**config.mk**
```make
export PLATFORM = sky130hd
export DESIGN_NAME = cd_regfile
export DESIGN_NICKNAME = d
export VERILOG_FILES = /design/src/rtl/cdreg_pkg.sv /design/src/rtl/cdreg_index.sv /design/src/rtl/cdreg_word.sv /design/src/rtl/cdreg_irq.sv /design/src/rtl/cd_regfile.sv
export SDC_FILE = /design/constraint.sdc
export NUM_CORES = 1
export LEC_CHECK = 0
export ABC_AREA = 1
export BUFFER_PORTS_ARGS = -buffer_cell sky130_fd_sc_hd__buf_2
export CAP_MARGIN = 20
export CORE_ASPECT_RATIO = 0.7
export CORE_MARGIN = 5
export CORE_UTILIZATION = 30
export CTS_BUF_LIST = sky130_fd_sc_hd__clkbuf_2
export CTS_CLUSTER_DIAMETER = 120
export DETAILED_ROUTE_END_ITERATION = 10
export PLACE_DENSITY = 0.59
export SETUP_SLACK_MARGIN = 0.4
export SYNTH_ARGS = -nofsm -noshare
export SYNTH_HDL_FRONTEND = slang
export SYNTH_SLANG_ARGS = --single-unit
```
**constraint.sdc**
```tcl
create_clock -name clk -period 8.5 [get_ports clk]
set_input_delay 0.85 -clock clk [delete_from_list [all_inputs] [get_ports clk]]
set_output_delay 0.85 -clock clk [all_outputs]
set_load 0.1 [all_outputs]
```
**src/rtl/cdreg_pkg.sv**
```systemverilog
// Shared constants for the indexed CD controller register file.
// Assumes an 8-bit host data path and a 5-bit register index.
package cdreg_pkg;
    localparam int IDX_W = 5;
    localparam int DW    = 8;
    localparam int CNT_W = 16;
    localparam int NREG  = 16;

    // interface control enable bit positions
    localparam int EN_XEND = 6;
    localparam int EN_DEC  = 5;
    localparam int EN_OUT  = 1;

    // control-0 bit positions
    localparam int C0_DECODE = 7;
    localparam int C0_AUTOFM = 4;
    localparam int C0_BUFWR  = 2;

    // control-1 bit positions
    localparam int C1_MODE = 3;
    localparam int C1_FORM = 2;
    localparam int C1_HSEL = 0;

    // write-side register positions
    localparam int W_IFC   = 1;
    localparam int W_CNTL  = 2;
    localparam int W_CNTH  = 3;
    localparam int W_ADRL  = 4;
    localparam int W_ADRH  = 5;
    localparam int W_START = 6;
    localparam int W_ACK   = 7;
    localparam int W_WAL   = 8;
    localparam int W_WAH   = 9;
    localparam int W_CTL0  = 10;
    localparam int W_CTL1  = 11;
    localparam int W_PTL   = 12;
    localparam int W_PTH   = 13;
    localparam int W_SRST  = 15;

    localparam logic [DW-1:0] IDLE_BYTE = 8'hFF;
endpackage

```
**src/rtl/cdreg_index.sv**
```systemverilog
// Register index counter: loads on request, clears on soft reset,
// otherwise steps by one per access and wraps at its natural width.
// Assumes at most one of load, clear and step is meaningful per cycle; load wins.
module cdreg_index #(
    parameter int W = 5
) (
    input  logic         clk,
    input  logic         rst_n,
    input  logic         load_en,
    input  logic [W-1:0] load_val,
    input  logic         zero_en,
    input  logic         step_en,
    output logic [W-1:0] idx
);
    // index state update
    always_ff @(posedge clk) begin
        if (!rst_n)       idx <= '0;
        else if (load_en) idx <= load_val;
        else if (zero_en) idx <= '0;
        else if (step_en) idx <= idx + W'(1);
    end
endmodule

```
**src/rtl/cdreg_word.sv**
```systemverilog
// Byte-lane writable counter register. Priority: load, lane write, add.
// The top lane stores only the bits set in HI_KEEP.
// Assumes W is a multiple of 8.
module cdreg_word #(
    parameter int           W       = 16,
    parameter logic [7:0]   HI_KEEP = 8'hFF
) (
    input  logic               clk,
    input  logic               rst_n,
    input  logic [W/8-1:0]     wr_lane,
    input  logic [7:0]         wr_data,
    input  logic               set_en,
    input  logic [W-1:0]       set_val,
    input  logic               add_en,
    input  logic [W-1:0]       add_val,
    output logic [W-1:0]       q
);
    localparam int LANES = W / 8;
    logic [W-1:0] sum;

    // next value for the accumulate path
    always_comb sum = q + add_val;

    for (genvar g = 0; g < LANES; g++) begin : g_lane
        localparam logic [7:0] KEEP = (g == LANES - 1) ? HI_KEEP : 8'hFF;
        // per-lane update
        always_ff @(posedge clk) begin
            if (!rst_n)          q[g*8 +: 8] <= 8'h00;
            else if (set_en)     q[g*8 +: 8] <= set_val[g*8 +: 8];
            else if (wr_lane[g]) q[g*8 +: 8] <= wr_data & KEEP;
            else if (add_en)     q[g*8 +: 8] <= sum[g*8 +: 8];
        end
    end
endmodule

```
**src/rtl/cdreg_irq.sv**
```systemverilog
// Interrupt merge: one level from two active-low pending flags, each
// qualified by its enable, then gated by the external enable.
module cdreg_irq (
    input  logic lvl_en,
    input  logic xend_en,
    input  logic xend_n,
    input  logic dec_en,
    input  logic dec_n,
    output logic irq
);
    // merged request level
    always_comb irq = lvl_en & ((xend_en & ~xend_n) | (dec_en & ~dec_n));
endmodule

```
**src/rtl/cd_regfile.sv**
```systemverilog
// Indexed CD controller register file. The host sets an index, then each
// read or write touches the register at that index and advances it.
// The read and write maps differ. Status flags are active-low.
// Assumes engine strobes are single-cycle and are not issued together with
// host accesses to the same flags; when they coincide, the engine wins.
module cd_regfile
    import cdreg_pkg::*;
#(
    parameter int BLOCK_BYTES = 2352
) (
    input  logic             clk,
    input  logic             rst_n,
    input  logic             idx_wr_en,
    input  logic [IDX_W-1:0] idx_wr_data,
    input  logic             reg_wr_en,
    input  logic             reg_rd_en,
    input  logic [DW-1:0]    reg_wdata,
    output logic [DW-1:0]    rd_data,
    output logic [IDX_W-1:0] cur_idx,
    input  logic             dec_strobe,
    input  logic [31:0]      dec_head0,
    input  logic [31:0]      dec_head1,
    input  logic             xfer_done,
    input  logic             lvl5_en,
    output logic             irq,
    output logic             xfer_start,
    output logic [CNT_W-1:0] byte_count,
    output logic [CNT_W-1:0] data_addr,
    output logic             dec_enable,
    output logic             buf_wr_enable
);
    localparam logic [CNT_W-1:0] BLK_STEP = CNT_W'(BLOCK_BYTES);
    localparam int HB = 4;

    logic             wr_hit, rd_hit, soft_rst, dec_take, start_ok;
    logic [NREG-1:0]  wr_at;
    logic [IDX_W-1:0] idx_q;

    // interface status flags (active-low)
    logic xend_n, decp_n, busy_n, rdy_n;
    // interface control enables
    logic en_xend, en_dec, en_out;
    // control registers (only bits with a function are kept)
    logic c0_decode, c0_autofm, c0_bufwr;
    logic c1_mode, c1_form, c1_hsel;
    // decoder status
    logic       crc_ok;
    logic [1:0] mode_form;
    logic       valid_n;
    logic [DW-1:0] hdr_q [2][HB];
    logic [DW-1:0] ifstat_byte;

    logic [CNT_W-1:0] wa_q, pt_q, cnt_set_val;
    logic             cnt_set;

    // host access qualification
    always_comb begin
        wr_hit   = reg_wr_en & ~idx_wr_en;
        rd_hit   = reg_rd_en & ~idx_wr_en & ~reg_wr_en;
        dec_take = dec_strobe & c0_decode;
    end

    for (genvar g = 0; g < NREG; g++) begin : g_wsel
        assign wr_at[g] = wr_hit && (idx_q == IDX_W'(g));
    end

    assign soft_rst = wr_at[W_SRST];
    assign start_ok = wr_at[W_START] & en_out;

    cdreg_index #(.W(IDX_W)) i_index (
        .clk      (clk),
        .rst_n    (rst_n),
        .load_en  (idx_wr_en),
        .load_val (idx_wr_data),
        .zero_en  (soft_rst),
        .step_en  (wr_hit | rd_hit),
        .idx      (idx_q)
    );

    // byte count reload sources: completion, start and acknowledge
    always_comb begin
        cnt_set     = xfer_done | start_ok | wr_at[W_ACK];
        cnt_set_val = xfer_done ? {CNT_W{1'b1}} : {4'h0, byte_count[CNT_W-5:0]};
    end

    cdreg_word #(.W(CNT_W), .HI_KEEP(8'h0F)) i_count (
        .clk(clk), .rst_n(rst_n),
        .wr_lane({wr_at[W_CNTH], wr_at[W_CNTL]}), .wr_data(reg_wdata),
        .set_en(cnt_set), .set_val(cnt_set_val),
        .add_en(1'b0), .add_val('0),
        .q(byte_count)
    );

    cdreg_word #(.W(CNT_W), .HI_KEEP(8'hFF)) i_daddr (
        .clk(clk), .rst_n(rst_n),
        .wr_lane({wr_at[W_ADRH], wr_at[W_ADRL]}), .wr_data(reg_wdata),
        .set_en(1'b0), .set_val('0),
        .add_en(1'b0), .add_val('0),
        .q(data_addr)
    );

    cdreg_word #(.W(CNT_W), .HI_KEEP(8'hFF)) i_waddr (
        .clk(clk), .rst_n(rst_n),
        .wr_lane({wr_at[W_WAH], wr_at[W_WAL]}), .wr_data(reg_wdata),
        .set_en(1'b0), .set_val('0),
        .add_en(dec_take & c0_bufwr), .add_val(BLK_STEP),
        .q(wa_q)
    );

    cdreg_word #(.W(CNT_W), .HI_KEEP(8'hFF)) i_bptr (
        .clk(clk), .rst_n(rst_n),
        .wr_lane({wr_at[W_PTH], wr_at[W_PTL]}), .wr_data(reg_wdata),
        .set_en(1'b0), .set_val('0),
        .add_en(dec_take & c0_bufwr), .add_val(BLK_STEP),
        .q(pt_q)
    );

    // control, status and flag registers; engine strobes applied last
    always_ff @(posedge clk) begin
        if (!rst_n || soft_rst) begin
            {xend_n, decp_n, busy_n, rdy_n} <= 4'b1111;
            {en_xend, en_dec, en_out}       <= 3'b000;
            {c0_decode, c0_autofm, c0_bufwr} <= 3'b000;
            {c1_mode, c1_form, c1_hsel}     <= 3'b000;
            crc_ok    <= 1'b0;
            mode_form <= 2'b00;
            valid_n   <= 1'b1;
            for (int s = 0; s < 2; s++)
                for (int b = 0; b < HB; b++)
                    hdr_q[s][b] <= (s == 0 && b == HB - 1) ? 8'h01 : 8'h00;
        end else begin
            if (wr_at[W_IFC]) begin
                en_xend <= reg_wdata[EN_XEND];
                en_dec  <= reg_wdata[EN_DEC];
                en_out  <= reg_wdata[EN_OUT];
                if (!reg_wdata[EN_OUT]) begin
                    busy_n <= 1'b1;
                    rdy_n  <= 1'b1;
                end
            end
            if (start_ok) begin
                busy_n <= 1'b0;
                rdy_n  <= 1'b0;
            end
            if (wr_at[W_ACK]) xend_n <= 1'b1;
            if (wr_at[W_CTL0]) begin
                c0_decode <= reg_wdata[C0_DECODE];
                c0_autofm <= reg_wdata[C0_AUTOFM];
                c0_bufwr  <= reg_wdata[C0_BUFWR];
                if (!reg_wdata[C0_DECODE]) decp_n <= 1'b1;
                mode_form <= {c1_mode, c1_form & ~reg_wdata[C0_AUTOFM]};
            end
            if (wr_at[W_CTL1]) begin
                c1_mode <= reg_wdata[C1_MODE];
                c1_form <= reg_wdata[C1_FORM];
                c1_hsel <= reg_wdata[C1_HSEL];
                mode_form <= {reg_wdata[C1_MODE], reg_wdata[C1_FORM] & ~c0_autofm};
            end
            if (rd_hit && idx_q == IDX_W'(15)) begin
                valid_n <= 1'b1;
                decp_n  <= 1'b1;
            end
            if (dec_take) begin
                for (int b = 0; b < HB; b++) begin
                    hdr_q[0][b] <= dec_head0[31-8*b -: 8];
                    hdr_q[1][b] <= dec_head1[31-8*b -: 8];
                end
                valid_n <= 1'b0;
                crc_ok  <= 1'b1;
                decp_n  <= 1'b0;
            end
            if (xfer_done) begin
                busy_n <= 1'b1;
                rdy_n  <= 1'b1;
                xend_n <= 1'b0;
            end
        end
    end

    // transfer start pulse, one cycle after an accepted start write
    always_ff @(posedge clk) begin
        if (!rst_n) xfer_start <= 1'b0;
        else        xfer_start <= start_ok;
    end

    // assembled interface status byte; unused bits read as 1
    always_comb ifstat_byte = {1'b1, xend_n, decp_n, 1'b1, busy_n, 1'b1, rdy_n, 1'b1};

    // read-side register map
    always_comb begin
        unique case (idx_q)
            5'd1:  rd_data = ifstat_byte;
            5'd2:  rd_data = byte_count[7:0];
            5'd3:  rd_data = byte_count[15:8];
            5'd4, 5'd5, 5'd6, 5'd7:
                   rd_data = hdr_q[c1_hsel][idx_q[1:0]];
            5'd8:  rd_data = pt_q[7:0];
            5'd9:  rd_data = pt_q[15:8];
            5'd10: rd_data = wa_q[7:0];
            5'd11: rd_data = wa_q[15:8];
            5'd12: rd_data = {crc_ok, 7'h00};
            5'd13: rd_data = 8'h00;
            5'd14: rd_data = {4'h0, mode_form, 2'b00};
            5'd15: rd_data = {valid_n, 7'h00};
            default: rd_data = IDLE_BYTE;
        endcase
    end

    cdreg_irq i_irq (
        .lvl_en  (lvl5_en),
        .xend_en (en_xend),
        .xend_n  (xend_n),
        .dec_en  (en_dec),
        .dec_n   (decp_n),
        .irq     (irq)
    );

    assign cur_idx       = idx_q;
    assign dec_enable    = c0_decode;
    assign buf_wr_enable = c0_bufwr;
endmodule

```
Word-level counts from Yosys, hierarchy flattened
Memory sizes are Yosys's and may differ from the RTL's. A register that Yosys moved wholly into a read port is not among the register bits. Index checks and enable logic that the tools add are counted.

Bits in registers: 86. Latch bits: 0. RAM bits: 64. ROM bits: 0. Bits of input ports: 85. Output and inout bits: 49. Word-level logic and storage cells: 162. Memories: 1.

Memory list: hdr_q (words 2, bits a word 32, rd ports 1, clocked after Yosys merged registers in 1, write ports 2, RTL line cd_regfile.sv:50) `logic [DW-1:0] hdr_q [2][HB];`.

$add $sub $neg: 3. $mul: 0. Divide/modulo/power cells: 0. Magnitude comparators: 1. Eq/ne operators: 18. Shift-type cells: 0. Muxes and demuxes: 48. Bitwise gates (word level): 30. Reduce and logical (&&, ||, !) cells: 35.

Operator list (count): $mux W8 (22); $pmux W8 S12 (1); $eq A5 B4 Y1 const B (8); $add A16 B12 Y16 const B (2); $eq A5 B3 Y1 const B (4); $reduce_bool A2 Y1 (10); $mux W1 (18); $bmux W8 S2 (1); $mux W16 (1); $logic_and A1 B1 Y1 (15); $mux W5 (3); $or A1 B1 Y1 (12); $and A1 B1 Y1 (11); $eq A5 B2 Y1 const B (2); $reduce_and A2 Y1 (4); $not A1 Y1 (6); $reduce_bool A3 Y1 (2); $add A5 B1 Y5 const B (1); $eq A5 B1 Y1 const B (1); $mux W2 (2); $reduce_or A4 Y1 (1); $ge A3 B3 Y1 const B (1); $ne A3 B1 Y1 const B (1); $not A2 Y3 (1); 5 further kinds (5).

Longest topological paths before layout
Gate-level depths: netlist (run 1).

Depth after elaboration: 8. Gate-level depth with buffers: 13.

By module
From an unflattened synthesis (run 1), not the netlist that was laid out.

Cells, all modules: 1924. Area total of the unflattened synthesis: 12190.4 µm².

By module, submodules not included: cdreg_word at i_bptr ... (times used 3, cells an instance 314, area each 1813.0 µm², sequential area each 320.3 µm²); cd_regfile (times used 1, cells an instance 639, area each 4670.7 µm², sequential area each 2282.2 µm²); cdreg_word at i_count (times used 1, cells an instance 293, area each 1754.2 µm², sequential area each 320.3 µm²); cdreg_index (times used 1, cells an instance 44, area each 299.0 µm², sequential area each 100.1 µm²); cdreg_irq (times used 1, cells an instance 6, area each 27.5 µm², sequential area each 0.0 µm²).

Worst setup path after synthesis (run 1)
OpenSTA, ideal clock, no wires.

Kind: register -> output. From: register i_index.idx[1]. To: output rd_data[7]. Arrival time: 3.211 ns. Data required time: 7.650 ns. Setup slack: 4.439 ns. Cell stages (with the launch flop): 10. Cell sequence: dfxtp_1 clkinv_1 ha_1 inv_1 nor2_1 clkbuf_1 nand2_1 o21ai_0 nor3_1 nand3_1.

Word-level cells in the longest chain between the ends: 5. Elaborated cells on any way between the ends: 21. Classes of those cells: eq/ne (15); mux (4); bitwise (1); reduce/logical (1).

Ends and longest elaborated chain: start, declared (RTL line cdreg_index.sv:13) `output logic [W-1:0] idx`; start signal, assigned (RTL line cdreg_index.sv:18) `else if (load_en) idx <= load_val;`; start signal, assigned (RTL line cdreg_index.sv:20) `else if (step_en) idx <= idx + W'(1);`; $not A2 Y3 (implied by the code) (RTL line cd_regfile.sv:196) `rd_data = hdr_q[c1_hsel][idx_q[1:0]];`; $bmux W8 S2 (RTL line cd_regfile.sv:196); $mux W8 (implied by the code) (2 in a row) (RTL line cd_regfile.sv:196); $pmux W8 S12 * (RTL line cd_regfile.sv:191) `unique case (idx_q)`; end, declared (RTL line cd_regfile.sv:18) `output logic [DW-1:0] rd_data,`.

Every way passes the cells marked *; elsewhere a longest branch is shown, timed or not. The select of a mux whose other input is x is not followed.

Worst setup path after layout (run 1)
From: register i_index.idx[0]. To: output rd_data[3].

Same word-level chain as after synthesis.

==> flow_summary_export.csv, run 1 <==
group,metric,value,unit
finish,area_growth,16.09,%
die,die_area,28160,um2
detailed_routing,num_vias,7036,
placement,io_buffers,133,
hold_path,hp-class,"in2reg",
synthesis,yosysTopAreaCellShare,25.77,%
placement,dp_hpwl,18.12,mm
sta,slew_headroom,36.24,%
clock_network,cts_made_buffers,17,
global_routing,grt_pass1_wl,36.54,mm
detailed_routing,wl_per_cell,16.42,um
sta,worst_slew_pin_slew,952.8,ps
sta,hold-worst-slack,324.7,ps
global_routing,met1_usage,26.56,%
synthesis,synth-seq-area-share,48.32,%
detailed_routing,drc_errors,0,
die,num_io_pins,134,
hold_path,holdPathStages,2,
clock_network,cts_tree,"yes",
clock_network,cts_buffer_depth,2,
worst_setup_path,critical_path.max_fanout,24,
sta,layout_min_cycle_time,4725,ps
synthesis,syn_inst,1004,
synthesis,synth_nets,1095,
flow_run,drv_cap,0,
sta,skew,28.38,ps
worst_setup_path,r2r-start,"i_index.idx[0]",
clock_network,ctsRootBufferMaster,"clkbuf_2",
sta,fmax,211.6,MHz
pwr,irDropWorstVdd,0.09397,mV
worst_setup_path,r2r_cells,9,
detailed_routing,dr.pass1.iters,8,
global_routing,grt_pass1_vias,6469,
global_routing,track_usage,16.75,%
global_routing,use_met3,3.988,%
die,num_rows,48,
sta,hold_viol,0,
sta,grt_setup_unrepaired,"false",
worst_setup_path,crit_path_end_kind,"output port",
clock_network,h-tree-depth,4,
clock_network,cts_hold_buf,0,
synthesis,post-synth-top-area-cell,"edfxtp_1",
die,coreArea,24560,um2
global_routing,grt_max_degree,66,
detailed_routing,ant_nets,0,
worst_setup_path,timing_worst_setup_path_type,"reg2out",
detailed_routing,routed_wl,24.01,mm
synthesis,synth_warnings,0,
synthesis,synth_area,7457,um2
finish,drive_gt1_share,17.80,%
finish,finalNetCount,1213,
placement,gp_congestion,0.9316,
global_routing,grt-ovfl-total,0,
pwr,leakage,3.875,nW
sta,setup_violations,0,
clock_network,clock_sinks,148,
global_routing,busiest_layer,"met1",
synthesis,ys_types,31,
die,die_h,141.9,um
worst_setup_path,reg2reg_to,"i_bptr.q[12]",
detailed_routing,drt_iter0_drc,564,
global_routing,grt_use_met2,22.51,%
worst_setup_path,rrSetupSlack,5350,ps
worst_setup_path,crit_end,"rd_data[3]",
finish,finalInstanceArea,8657,um2
worst_setup_path,startpoint,"i_index.idx[0]",
sta,fin_crit_sh,55.59,%
die,initial_core_util,30.36,%
placement,placed_cell_area,8382,um2
sta,fin_setup_tns,0,ps
pwr,power_density,175.5,nW/um2
finish,utilization,35.24,%
clock_network,ctsResizeCount,0,
clock_network,clkLatencyLatePin,760,ps
worst_setup_path,startpoint_type,"register",
worst_setup_path,cp.required,7650,ps
detailed_routing,viasPerCell,4.813,
worst_setup_path,cp.arrival,3870,ps
sta,slew_viol_final,0,
synthesis,ys_top_cells_by_area,"edfxtp_1 26%, dfxtp_1 23%, nand2_1 9.0%, nor2_1 9.0%, inv_1 7.2%",
clock_network,clk_pin_slew,260,ps
clock_network,cts_setup_buffers,0,
outcome,status,"complete, no violations",
die,die_w,198.4,um
synthesis,syn_area_per_cell,7.427,um2
synthesis,ys_ff_latch,148,
global_routing,antenna_found_initial,2,
through the flow:
| step | instances | worst slack (ps) | total power [mW] |
|---|---|---|---|
| 2_1_floorplan | 1004 | 4439 | 0.9972 |
| 3_3_place_gp | 1428 | 4734 | 1.078 |
| 3_5_place_dp | 1428 | 4655 | 1.077 |
| 4_1_cts | 1460 | 3752 | 1.534 |
| 5_1_grt | 1462 | 3525 | 1.585 |
| 6_report | 1462 | 3775 | 1.520 |
cell usage in the layout, fill, tap and decap left out, types with 14 or more instances in the layout:
master      n
edfxtp_1   64
a21oi_1    64
inv_1     144
o211ai_1   21
nand3_1    63
clkbuf_2   17
nand4_1    14
nor2_1    178
dfxtp_1    84
nand2_1   177
buf_2     133
o21ai_0    71
state kept, by name (all words and copies together) (netlist names), 2 cells and up, named ones only:
register,count
i_bptr.q,16
i_count.q,13
hdr_q,64
i_daddr.q,16
i_index.idx,5
mode_form,2
i_waddr.q,16
worst min path at each step:
stage / start / endpoint / slack, ps
2_1_floorplan: en_out / en_out / 430
3_3_place_gp: en_out / en_out / 440
3_5_place_dp: en_out / en_out / 450
4_1_cts: dec_head0[0] / hdr_q[0][0] / 270
5_1_grt: dec_head0[0] / hdr_q[0][0] / 240
6_report: dec_head0[0] / hdr_q[0][0] / 320
final cells by class:
type                       count  area (um2)
fill                        2623       15910
clock inverter                15       185.2
tap                          325       406.6
timing repair buffer         139       710.7
inverter                     158       593.1
antenna                        2       5.005
clock buffer                  17       85.08
sequential                   148        3603
multi-input combinational    658        3068
synthesized netlist by cell type:
cell and number:
nand2_1 179, nor2_1 178, inv_1 144, dfxtp_1 84, o21ai_0 71, a21oi_1 64
edfxtp_1 64, nand3_1 63, clkbuf_1 21, o211ai_1 21, nand4_1 14, inv_2 11
buf_4 10, a31oi_1 9, nor2_2 9, o22ai_1 9, buf_2 8, o21ai_1 7
ha_1 6, nand2_2 6, xor2_1 6, nor3_1 5, o221ai_1 4, clkinv_1 3
nand3b_1 2, a31oi_2 1, and2_1 1, buf_1 1, nor2_4 1, or2_1 1
or2_2 1
report_power, final:
part	total, mW	internal, mW	switching [mW]
Combinational	0.285	0.0553	0.230
Sequential	0.779	0.762	0.0166
Clock	0.456	0.151	0.305
Total	1.52	0.968	0.551
worst max-delay path, cell delays in order (launching register included):
cell     delay, ps
dfxtp_1        580
buf_4          320
ha_1           230
inv_1           50
nor2_1         710
nand2_1        220
o22ai_1        250
nor2_1          90
nand2_1         80
nor2_1          40
nand2_1        120
buf_2          440
cells by family after synthesis:
logic type / count (synthesis) / share of synthesized area, %
and+or+nand+nor: 460 / 25.57
AOI/OAI and AO/OA: 186 / 13.79
adders and majority gates: 6 / 1.007
xor gates and xnor gates: 6 / 0.7047
buffers and inverters: 198 / 10.60
DFF: 148 / 48.32
routing by layer:
metal	wire length (um)	vias up
met4	436	0
met1	12300	3270
li1	-	3492
met3	1850	24
met2	9422	250
met5	0	-
(Power assumes the default switching activity.)
==> run 2, diff against run 1 <==
Clock period 8.5 ns to 4.9 ns, I/O delays scaled along.
==> run 2 against run 1 <==
- hold slack got worse by 270 ps
- total power is 70% higher
- wire length grew 0.95%
- critical path depth unchanged
- final cell count up 4.3%
- first-iteration DRC count rose by 15%
==> flow_summary_export.csv, run 2 (synthesis results as in run 1) <==
group,metric,value,unit
finish,instances_no_fill,1525,
sta,fin_setup_tns,0,ps
worst_setup_path,crit_path_end_kind,"output port",
sta,worst_slew_pin_slew,1013,ps
finish,area_growth,23.98,%
detailed_routing,routed_wl,24.23,mm
detailed_routing,viasPerCell,4.699,
worst_setup_path,cp.arrival,3560,ps
worst_setup_path,rrSetupSlack,2100,ps
sta,fmax,246.6,MHz
sta,hold_viol,0,
die,die_w,198.4,um
placement,dpl.cell_count,1430,
clock_network,clkLatencyLatePin,750,ps
worst_setup_path,critical_path.max_fanout,30,
detailed_routing,wl_per_cell,15.89,um
global_routing,antenna_found_initial,3,
pwr,leakage,4.119,nW
worst_setup_path,crit_end,"rd_data[4]",
finish,drive_gt1_share,17.03,%
detailed_routing,dr.pass1.iters,5,
global_routing,grt_max_degree,66,
sta,hold-worst-slack,51.20,ps
placement,gp_congestion,0.9412,
worst_setup_path,timing_worst_setup_path_type,"reg2out",
pwr,p_total,2.589,mW
placement,placed_cell_area,8397,um2
die,die_area,28160,um2
pwr,power_density,280.1,nW/um2
clock_network,cts_tree,"yes",
finish,finalInstanceArea,9245,um2
detailed_routing,num_vias,7166,
finish,finalNetCount,1276,
worst_setup_path,r2r_cells,9,
clock_network,clk_pin_slew,230,ps
die,num_rows,48,
sta,grt_setup_unrepaired,"false",
clock_network,clock_sinks,148,
pwr,irDropWorstVdd,0.1425,mV
die,die_h,141.9,um
flow_run,drv_cap,0,
hold_path,holdPathStages,3,
clock_network,h-tree-depth,4,
sta,setup_violations,0,
die,coreArea,24560,um2
worst_setup_path,reg2reg_to,"hdr_q[0][10]",
clock_network,cts_buffer_depth,2,
global_routing,track_usage,17.16,%
global_routing,grt_pass1_vias,6723,
finish,largest_reg_flops,64,
worst_setup_path,cp.required,4410,ps
global_routing,grt_pass1_wl,37.81,mm
clock_network,ctsRootBufferMaster,"clkbuf_2",
die,num_io_pins,134,
sta,fin_crit_sh,82.75,%
finish,final_common_cell,"nor2_1",
placement,dp_hpwl,17.66,mm
detailed_routing,drt_iter0_drc,646,
placement,io_buffers,133,
detailed_routing,drc_errors,0,
detailed_routing,ant_nets,0,
sta,slew_headroom,32.21,%
hold_path,hp-class,"in2reg",
die,initial_core_util,30.36,%
worst_setup_path,startpoint,"i_index.idx[0]",
sta,layout_min_cycle_time,4055,ps
finish,final_cell_mix,"178 x nor2_1, 177 x nand2_1, 144 x inv_1",
sta,skew,32.02,ps
outcome,status,"complete, no violations",
worst_setup_path,r2r-start,"i_index.idx[1]",
sta,slew_viol_final,0,
worst_setup_path,startpoint_type,"register",
finish,top_register,"hdr_q",
global_routing,grt-ovfl-total,0,
clock_network,cts_made_buffers,17,
==> run 2: cell count changes in the layout (fill, tap and decap cells not counted) <==
cell	delta
clkinv_4	-1
buf_4	+2
clkinvlp_4	+1
clkinv_1	+1
dlygate4sd3_1	+61
bufinv_16	-1
dfxtp_1	-1
inv_6	+2
dfxtp_2	+1
inv_8	-3
clkinv_2	+1
==> run 2: metrics by stage <==
step	setup slack [ps]	utilization [%]
after global placement	1571	34.18
final	845.1	37.64
after detailed placement	1487	34.18
after global routing	543.2	37.64
after floorplan	1059	-
after CTS	619.5	37.08
==> run 2: per-layer routing <==
metal / track usage, % / vias up / wire length (um)
li1: - / 3606 / -
met1: 26.56 / 3319 / 12210
met2: 24.26 / 217 / 9919
met3: 4.059 / 22 / 1717
met4: 3.597 / 2 / 375
met5: 0 / - / 13
==> run 2: timing repair <==
action	CTS	global route
buffers inserted	0	0
gates resized for setup	0	1
hold endpoints to repair	49	13
hold buffers	48	13
setup endpoints to repair	0	8
==> run 2: report_power, final <==
part	switching [mW]	leakage (nW)	total, mW	internal [mW]
Combinational	0.408	2.64	0.536	0.128
Sequential	0.0276	1.34	1.35	1.32
Clock	0.504	0.138	0.704	0.200
==> run 2: layout make-up <==
| cell class | count | area, um2 |
|---|---|---|
| Multi-Input combinational cell | 658 | 3068 |
| Antenna cell | 2 | 5.005 |
| Inverter | 158 | 593.1 |
| Sequential cell | 148 | 3605 |
| Timing Repair Buffer | 202 | 1336 |
| Clock inverter | 15 | 146.4 |
| Fill cell | 2594 | 15320 |
| Clock buffer | 17 | 85.08 |
| Tap cell | 325 | 406.6 |
==> run 2: critical path: stages, from the launching register on <==
cell	delay, ps
dfxtp_1	450
buf_4	330
inv_1	180
ha_1	240
inv_1	60
nor2_1	80
nor2_1	150
a31oi_2	240
nor2_1	440
inv_2	120
nand3_1	110
buf_2	430
==> run 2: how the worst min path moves through the flow <==
stage	start	endpoint	slack [ps]
floorplan	en_out	en_out	430
global placement	en_dec	en_dec	440
detailed placement	en_dec	en_dec	450
CTS	dec_head1[4]	hdr_q[1][4]	0.2
global route	reg_wdata[0]	i_daddr.q[0]	-0.05
finish	dec_head1[10]	hdr_q[1][10]	50
==> run 3, diff against run 2 <==
Clock period 4.9 ns to 4.3 ns, I/O delays scaled along.
==> run 3 against run 2 <==
- register-to-register slack got worse by 750 ps
- clock skew increased by 6.5 ps
- first-iteration DRC count increased by 2.3%
- via count increased by 1.2%
- global-route usage decreased by 0.13 points
- non-clock buffer count increased by 21
- critical endpoint is now rd_data[7]
- largest cell class unchanged
==> flow_summary_export.csv, run 3 (synthesis results as in run 1) <==
group,metric,value,unit
outcome,status,"complete, no violations",
finish,finalInstanceArea,9529,um2
die,die_h,141.9,um
detailed_routing,dr_wl_met2,10.19,mm
die,initial_core_util,30.36,%
worst_setup_path,r2r-start,"i_index.idx[1]",
detailed_routing,met1_length,11.81,mm
worst_setup_path,critical_path.max_fanout,13,
global_routing,grt_pass1_wl,37.52,mm
sta,layout_min_cycle_time,3603,ps
finish,top_register,"hdr_q",
global_routing,grt_max_degree,37,
sta,setup_violations,0,
worst_setup_path,crit_path_end_kind,"output port",
placement,placed_cell_area,8419,um2
pwr,power_density,328.5,nW/um2
worst_setup_path,cp.required,3870,ps
finish,final_common_cell,"nand2_1",
worst_setup_path,startpoint_type,"register",
sta,grt_setup_unrepaired,"false",
detailed_routing,viasPerCell,4.694,
die,die_w,198.4,um
clock_network,cts_made_buffers,17,
worst_setup_path,startpoint,"i_index.idx[1]",
worst_setup_path,crit_end,"rd_data[7]",
placement,io_buffers,133,
worst_setup_path,timing_worst_setup_path_type,"reg2out",
worst_setup_path,critPathMostFrequentCell,"nand3_1",
finish,finalNetCount,1297,
sta,worst_slew_pin_slew,888.9,ps
detailed_routing,dr.pass1.iters,5,
detailed_routing,highest_layer,"met4",
finish,fillers,2533,
sta,slew_viol_final,0,
worst_setup_path,reg2reg_to,"hdr_q[0][20]",
worst_setup_path,rrSetupSlack,1350,ps
finish,instances_no_fill,1545,
clock_network,cts_tree,"yes",
finish,drive_gt1_share,17.23,%
clock_network,clock_sinks,148,
global_routing,track_usage,17.03,%
detailed_routing,ant_nets,0,
finish,largest_reg_flops,64,
hold_path,hp-class,"in2reg",
detailed_routing,wl_per_cell,15.65,um
detailed_routing,routed-wl-met3,1.850,mm
placement,dpl.cell_count,1433,
worst_setup_path,r2r_cells,10,
worst_setup_path,critPathTopFamily,"buffers and inverters",
global_routing,grt-ovfl-total,0,
sta,hold_viol,0,
die,num_rows,48,
detailed_routing,drc_errors,0,
sta,skew,38.57,ps
sta,fmax,277.6,MHz
detailed_routing,num_vias,7253,
die,num_io_pins,134,
placement,preCtsSetupSlack,1294,ps
finish,final_cell_mix,"177 x nand2_1, 176 x nor2_1, 144 x inv_1",
sta,fin_crit_sh,83.79,%
worst_setup_path,crit_buf_inv,3,
global_routing,grt_pass1_vias,6718,
clock_network,ctsRootBufferMaster,"clkbuf_2",
worst_setup_path,crit_cells,9,
clock_network,h-tree-depth,4,
detailed_routing,routed_wl,24.18,mm
placement,dp_hpwl,17.61,mm
die,die_area,28160,um2
pwr,leakage,4.252,nW
flow_run,drv_cap,0,
worst_setup_path,worstPathCellList,"buf_4 -> ha_1 -> inv_1 -> nor2_2 -> nor2_1 -> a31oi_2 -> nand3_1 -> nand3_1 -> buf_2",
clock_network,clk_pin_slew,250,ps
sta,layout_setup_ws,697.2,ps
clock_network,cts_buffer_depth,2,
placement,gp_congestion,0.9377,
worst_setup_path,max_stage_delay,460,ps
clock_network,clkLatencyLatePin,740,ps
detailed_routing,drt_iter0_drc,661,
worst_setup_path,cp.arrival,3170,ps
global_routing,antenna_found_initial,1,
sta,slew_headroom,40.67,%
clock_network,cts_setup_buffers,0,
finish,area_growth,27.79,%
die,coreArea,24560,um2
sta,fin_setup_tns,0,ps
worst_setup_path,cp_slowest_cell,"a31oi_2",
pwr,irDropWorstVdd,0.1793,mV
run 3: cell count changes in the layout (fill, tap and decap cells not counted), moves of 3 or more:
| cell | delta |
|---|---|
| dlygate4sd3_1 | +18 |
| buf_2 | -7 |
| clkbuf_4 | +7 |
| buf_4 | +3 |
| inv_8 | +3 |
run 3: worst min-delay path by stage:
| stage | slack (ps) | end | from | cells after the start |
|---|---|---|---|---|
| after CTS | 1 | i_index.idx[1] | idx_wr_en | 3 |
| after global routing | 30 | i_index.idx[0] | idx_wr_en | 3 |
| after global placement | 440 | en_dec | en_dec | 2 |
| after floorplan | 430 | en_out | en_out | 2 |
| final | 80 | i_index.idx[1] | idx_wr_en | 3 |
| after detailed placement | 450 | c0_autofm | c0_autofm | 2 |
run 3: stage by stage:
step | hold WS (ps) | util [%] | power, mW
2_1_floorplan | 425.6 | - | 1.971
3_3_place_gp | 442.4 | 34.28 | 2.131
3_5_place_dp | 446.5 | 34.28 | 2.130
4_1_cts | 1.351 | 38.69 | 3.145
5_1_grt | 30.13 | 38.79 | 3.263
6_report | 81.63 | 38.79 | 3.131
run 3: where the power goes:
group / switching [mW] / internal (mW)
combinational: 0.470 / 0.166
clock: 0.600 / 0.359
sequential: 0.0290 / 1.51
total: 1.10 / 2.03
run 3: cell type report:
class	instances	area, um2	area share, %
diodes	1	2.502	0.02626
flip-flops and latches	148	3605	37.83
inverters	158	593.1	6.224
repair buffers	223	1556	16.33
clock buffers	17	85.08	0.8929
clock inverters	15	207.7	2.180
multi-input cells	658	3073	32.25
well taps	325	406.6	4.267
run 3: layer usage:
metal | vias up | GRT usage (%)
met1 | 3309 | 25.65
met3 | 22 | 3.465
met5 | - | 0
met4 | 0 | 3.633
met2 | 261 | 25.32
li1 | 3661 | -
run 3: worst min-delay path: cells and delay by family:
kind / cells / cell delay [ps]
AO/OA/AOI/OAI: 2 / 200
buffers and inverters: 1 / 170
run 3: timing repair:
item                                    CTS  global route
hold buffers                             79             0
hold endpoints to repair                 84             0
endpoints found under the setup margin    0             8
gates resized for setup                   0            11
